--- config.mk ---
export PLATFORM = sky130hd
export DESIGN_NAME = mode_buf_sel
export DESIGN_NICKNAME = d
export VERILOG_FILES = /design/src/rtl/mode_buf_sel.sv
export SDC_FILE = /design/constraint.sdc
export NUM_CORES = 1
export LEC_CHECK = 0
export ABC_AREA = 1
export BUFFER_PORTS_ARGS = -buffer_cell sky130_fd_sc_hd__buf_2
export CORE_MARGIN = 2
export CORE_UTILIZATION = 55
export DETAILED_ROUTE_END_ITERATION = 10
export HOLD_SLACK_MARGIN = 0.05
export PLACE_DENSITY = 0.92
export SYNTH_ARGS = -nofsm -noshare
export SYNTH_HDL_FRONTEND = slang
export SYNTH_SLANG_ARGS = --single-unit
--- constraint.sdc ---
create_clock -name clk -period 7.7 [get_ports clk]
set_input_delay 1.54 -clock clk [delete_from_list [all_inputs] [get_ports clk]]
set_output_delay 1.54 -clock clk [all_outputs]
set_load 0.01 [all_outputs]
--- src/rtl/mode_buf_sel.sv ---
module mode_buf_sel #(
  parameter int AW    = 16,
  parameter int IDX_W = 8,
  parameter int STEP  = 4
) (
  input  logic             clk,
  input  logic             rst_n,
  input  logic             cmd_done,
  input  logic [4:0]       mode_code,
  input  logic             tx_dir,
  input  logic             msg_err,
  input  logic             simp_en,
  input  logic             ctl_ppen,
  input  logic             ctl_ixeqz,
  input  logic             ien_ixeqz,
  input  logic [IDX_W-1:0] idx_in,
  input  logic             act_b,
  input  logic [AW-1:0]    ptr_a,
  input  logic [AW-1:0]    ptr_b,
  input  logic [AW-1:0]    desc_base,
  output logic             out_vld,
  output logic [1:0]       mode_o,
  output logic [AW-1:0]    info_addr,
  output logic [AW-1:0]    tt_addr,
  output logic [AW-1:0]    data_addr,
  output logic             data_we,
  output logic [IDX_W-1:0] idx_out,
  output logic [AW-1:0]    ptr_out,
  output logic             flag_out,
  output logic             irq
);
  localparam logic [1:0] M_IDX  = 2'd0;
  localparam logic [1:0] M_PP   = 2'd1;
  localparam logic [1:0] M_SIMP = 2'd2;
  localparam logic [AW-1:0] STEP_A = AW'(STEP);

  logic [1:0]       sel;
  logic [AW-1:0]    base;
  logic             idx_live, idx_zero;
  logic [IDX_W-1:0] idx_nx;
  logic [AW-1:0]    ptr_nx;
  logic             flag_nx;
  logic             irq_nx;
  logic             unused_dir;

  assign unused_dir = tx_dir;

  assign sel = simp_en ? M_SIMP : (ctl_ppen ? M_PP : M_IDX);

  always_comb begin
    case (sel)
      M_SIMP:  base = desc_base + AW'(1);
      M_PP:    base = act_b ? ptr_b : ptr_a;
      default: base = ptr_a;
    endcase
  end

  assign idx_live = (sel != M_PP);
  assign idx_zero = (idx_in == '0);
  assign idx_nx   = (idx_live && !idx_zero) ? idx_in - IDX_W'(1) : idx_in;
  assign ptr_nx   = (sel == M_IDX && !idx_zero) ? ptr_a + STEP_A : ptr_a;
  assign flag_nx  = (sel == M_PP && !msg_err) ? ~act_b : act_b;
  assign irq_nx   = idx_live && (idx_in == IDX_W'(1)) && ctl_ixeqz && ien_ixeqz;

  always_ff @(posedge clk) begin
    if (!rst_n) begin
      out_vld   <= 1'b0;
      mode_o    <= M_IDX;
      info_addr <= '0;
      tt_addr   <= '0;
      data_addr <= '0;
      data_we   <= 1'b0;
      idx_out   <= '0;
      ptr_out   <= '0;
      flag_out  <= 1'b0;
      irq       <= 1'b0;
    end else begin
      out_vld <= cmd_done;
      irq     <= cmd_done && irq_nx;
      if (cmd_done) begin
        mode_o    <= sel;
        info_addr <= base;
        tt_addr   <= base + AW'(1);
        data_addr <= base + AW'(2);
        data_we   <= mode_code[4];
        idx_out   <= idx_nx;
        ptr_out   <= ptr_nx;
        flag_out  <= flag_nx;
      end
    end
  end

  p_one_cycle_r1: assert property (@(posedge clk) disable iff (!rst_n)
    cmd_done |=> out_vld);
  p_simp_wins_r2: assert property (@(posedge clk) disable iff (!rst_n)
    cmd_done && simp_en |=> mode_o == M_SIMP);
  p_idx_floor_r5: assert property (@(posedge clk) disable iff (!rst_n)
    cmd_done && !simp_en && !ctl_ppen && idx_in == '0 |=> idx_out == '0 && ptr_out == $past(ptr_a));
  p_pp_err_hold_r6: assert property (@(posedge clk) disable iff (!rst_n)
    cmd_done && !simp_en && ctl_ppen && msg_err |=> flag_out == $past(act_b));
  p_irq_at_zero_r7: assert property (@(posedge clk) disable iff (!rst_n)
    irq |-> out_vld && idx_out == '0 && mode_o != M_PP);
  p_data_we_r8: assert property (@(posedge clk) disable iff (!rst_n)
    cmd_done |=> data_we == $past(mode_code[4]));
endmodule

# After elaboration in Yosys (flattened, before gate mapping)
# Cells that the tools add are included.
word_totals:
  reg_bits: 78
  wordCells: 38
classes:
  n_addsub: 5
  eq_ne: 4
  muxes: 7
  bitwise: 1
  n_reduce_logical: 11
ops:
  columns: ["operator", "n"]
  rows:
  - ["$add A16 B1 Y16 const B", 2]
  - ["$mux W16", 2]
  - ["$pmux W16 S2", 1]
  - ["$add A16 B2 Y16 const B", 1]
  - ["$add A16 B3 Y16 const B", 1]
  - ["$eq A8 B1 Y1 const B", 1]
  - ["$logic_not A8 Y1", 1]
  - ["$mux W8", 1]
  - ["$sub A8 B1 Y8 const B", 1]
  - ["$logic_and A1 B1 Y1", 7]
  - ["$eq A2 B1 Y1 const B", 1]
  - ["$eq A2 B2 Y1 const B", 1]
  - ["$logic_not A1 Y1", 2]
  - ["$logic_not A2 Y1", 1]
  - ["$mux W1", 2]
  - ["$mux W2", 1]
  - ["$ne A2 B1 Y1 const B", 1]
  - ["$not A1 Y1", 1]

# Logic depth before layout (Yosys ltp)
depth:
  ltp_word: 7
  ltp_mapped: 16
  mapped_depth_nobuf: 16

# Least setup slack after synthesis
# No wires, ideal clock.
synth_path:
  kind: "input to register"
  start: "input port desc_base[0]"
  end: "register tt_addr[9]"
  setup_time_ns: 0.109
  t_arrival_ns: 3.453
  slack_ns: 4.138
  stages: 16
  path_cell_list: "ha_1 > nand2_1 > inv_1 > o21ai_1 > o21ai_1 > nor2_4 > ha_1 > inv_1 > nor2_1 > nand3_4 > nor2_4 > nand2_2 > a21oi_1 > o21ai_1 > nand2_1 > inv_1"
synth_via:
  elab_chain_len: 3
synth_rtl:
  columns: ["element", "line_no", "rtl"]
  rows:
  - ["start, declared", "20", "input logic [AW-1:0] desc_base,"]
  - ["$add A16 B1 Y16", "52", "M_SIMP: base = desc_base + AW'(1);"]
  - ["$pmux W16 S2", "51", "case (sel)"]
  - ["named net base[2]", "38", "logic [AW-1:0] base;"]
  - ["$add A16 B1 Y16", "83", "tt_addr <= base + AW'(1);"]
  - ["end signal, assigned", "83", null]
  - ["end, declared", "24", "output logic [AW-1:0] tt_addr,"]
# The timed path passes the listed nets, and every way through them passes these cells.
# A chain may end at the register's enable or synchronous reset.

# Final worst setup path
layout_path:
  start: "input port desc_base[0]"
  end: "register tt_addr[11]"
# The elaborated chain is that of the path after synthesis.

==> summary.txt <==
Yosys
  • Post-synth top area share: 31.6%
  • Ranking of synthesized cells by area: dfxtp_1 32%, nand2_1 11%, nor2_1 9.0%
  • Synth Net Count: 819
  • Syn. warnings: 0
  • Yosys reg bits: 77
  • Syn avg cell area: 6.59 sq um
  • Sequential element share of the synthesized area: 31.6%
  • Mapped cell area: 4880 sq um
  • Post-synth cell types: 39
  • Area leader, netlist: dfxtp_1
  • Synth Instances: 741

Final layout
  • Final non-filler cell total: 981
  • Most common cell after layout, fill and taps aside: nand2_1
  • Layout net count: 947
  • # diodes: 0
  • Most frequent cells in the layout: 145 x nand2_1, 143 x buf_2, 117 x nor2_1
  • Layout cells sized above 1: 24.5%
  • Layout area overhead: 19.3%

Routing
  • Drt total wl: 13200 um
  • Drt first-iter violations: 405
  • Antenna violation net count after detailed routing: 0
  • Wire per inst: 13.4 um
  • Vias: 5117
  • TritonRoute pass-1 iters: 5
  • Vias per cell: 5.22
  • Residual DRC: 0

Setup path
  • Crit path max fanout: 5
  • Startpoint Class: input pin
  • Critical Path RT: 7.95 ns
  • Crit path arrival time: 3.91 ns
  • Worst setup EP type: register
  • Crit path kind: in2reg

Timing
  • Fmax: 273 MHz
  • Final slew viol count: 0
  • Worst slew pin tran: 0.937 ns
  • Slew HR: 37.5%
  • Hold WS: 0.465 ns
  • Tcrit/Tclk final: 47.6%
  • Setup TNS Final: 0 ns
  • # setup viols final: 0
  • Final min period: 3.67 ns
  • RSZ-0062 raised after global routing: no
  • Fin. Hold Viols: 0
  • Clk_skew: 0 ns
  • Final WS setup: 4.03 ns

GRT
  • Vias in the first global route: 4496
  • Total gr overflow: 0
  • Global routing usage on met2: 43.4%
  • Met1 Use GR: 35.2%
  • First-pass GRT wire length: 21000 um
  • GRT Total Usage: 26.6%
  • Largest net degree at the start of global routing: 98
  • GR Layer Usage met3: 4.37%
  • GR peak layer: met2
  • Initial antenna violation count: 0

Status
  • Status: finished, final reports clean

Run
  • Max-cap violation count: 0

Placement
  • Post-Place Cells: 966
  • DP Wirelength: 9700 um
  • # port buffers: 143
  • Routability cong.: 0.929
  • Dpl ws: 3.71 ns

CTS
  • Gates resized, CTS repair: 0
  • CTS sink count: 77
  • # hold bufs at CTS: 0
  • TritonCTS clock tree: yes
  • H-tree level count: 3
  • Max Root-Sink Buffers: 2
  • Post-CTS Setup Inserts: 0
  • CTS Root Cell: clkbuf_8
  • Clk slew on worst S/H paths: 0.08 ns
  • Worst skew pair latency: 0.34 ns
  • CTS buffer count: 9

Die
  • Die width: 98.2 um
  • DIE HEIGHT: 98.2 um
  • Rows: 34
  • IO Pins: 149
  • Initial Utilization: 56.2%
  • Die area: 9640 sq um
  • Total core area: 8680 sq um

Min path
  • Hold crit path type: reg2reg

Pwr
  • Pwr dens: 175 nW/um^2
  • Leakage: 0.00326 uW
  • Maximum vdd drop: 129 uV
-- layout make-up --
| type | instances | area (sq um) |
|---|---|---|
| clock buffer | 10 | 128 |
| multi-input combinational | 522 | 2770 |
| fill | 796 | 2860 |
| tap | 108 | 135 |
| sequential | 77 | 1540 |
| inverter | 114 | 428 |
| timing repair buffer | 145 | 731 |
| clock inverter | 5 | 86.3 |
-- cells in the mapped netlist --
master and n:
nand2_4 8, a22oi_2 4, o21ai_1 20, nand4_1 18, xnor2_1 3, ha_1 7, clkbuf_1 16, buf_1 4
o21bai_1 3, a21o_1 1, a211oi_1 2, buf_4 4, o21bai_2 1, a22oi_1 5, buf_2 2, o211ai_1 11
nor2_8 2, a21oi_2 1, xor2_1 19, nand3_4 5, a31oi_1 5, a21oi_1 15, nor4_1 1, inv_2 4
nand2_2 9, or2_2 1, nor2_1 117, inv_1 108, nor2_4 8, nand3_2 2, o22ai_1 1, o21ai_0 43
buf_6 2, nor3_1 4, nand3_1 51, nand2_1 145, nor2_2 10, dfxtp_1 77, clkinv_1 2
-- worst paths after layout --
kind / startpoint / end / slack (ns) / cells past startpoint
hold / removal: info_addr[1]$_SDFFE_PN0P_ / info_addr[1]$_SDFFE_PN0P_ / 0.47 / 2
setup / recovery: desc_base[0] / tt_addr[11]$_SDFFE_PN0P_ / 4.03 / 17
setup reg to reg: info_addr[14]$_SDFFE_PN0P_ / info_addr[14]$_SDFFE_PN0P_ / 6.86 / 3
hold reg to reg: info_addr[1]$_SDFFE_PN0P_ / info_addr[1]$_SDFFE_PN0P_ / 0.47 / 2
-- where the power goes --
part	internal [uW]	switching, uW
clock network	183	148
logic	86.6	160
registers	429	14.8
-- kinds of logic (layout without fill, tap and decap cells) --
| group | Yosys count | after routing | synth area share, % |
|---|---|---|---|
| xor gates and xnor gates | 22 | 22 | 3.95 |
| AOI/OAI and AO/OA | 112 | 112 | 13.6 |
| buffers and inverters | 142 | 274 | 11.6 |
| DFF | 77 | 77 | 31.6 |
| adders and majority gates | 7 | 7 | 1.79 |
| and+or+nand+nor | 381 | 381 | 37.5 |
-- layer usage --
metal | vias up | share of wire, %
met2 | 238 | 46
met5 | - | 0
met3 | 29 | 8.4
li1 | 2604 | -
met4 | 0 | 3.2
met1 | 2246 | 42
-- critical path: stages --
cell and delay, ns:
buf_2 0.13, ha_1 0.25, nand2_1 0.14, inv_1 0.06, o21ai_1 0.10, o21ai_1 0.11
nor2_4 0.22, ha_1 0.34, inv_1 0.07, nor2_1 0.26, nand3_4 0.13, nor2_2 0.19
nand2_1 0.10, nand2_1 0.07, nand2_1 0.05, o21ai_1 0.14, inv_1 0.04
-- flip-flops by register name, indices dropped and copies added, names as in the netlist --
signal	count
irq	1
info_addr	16
data_we	1
idx_out	8
data_addr	15
tt_addr	16
out_vld	1
ptr_out	16
flag_out	1
mode_o	2
-- through the flow --
| stage | total power, uW | instance area, sq um | utilization (%) |
|---|---|---|---|
| 2_1_floorplan | 609 | 4880 | - |
| 3_3_place_gp | 691 | 5610 | 64.6 |
| 3_5_place_dp | 696 | 5610 | 64.6 |
| 4_1_cts | 1030 | 5820 | 67.1 |
| 5_1_grt | 1080 | 5820 | 67.1 |
| 6_report | 1020 | 5820 | 67.1 |
Note: power is estimated with default switching activity, not from simulation.
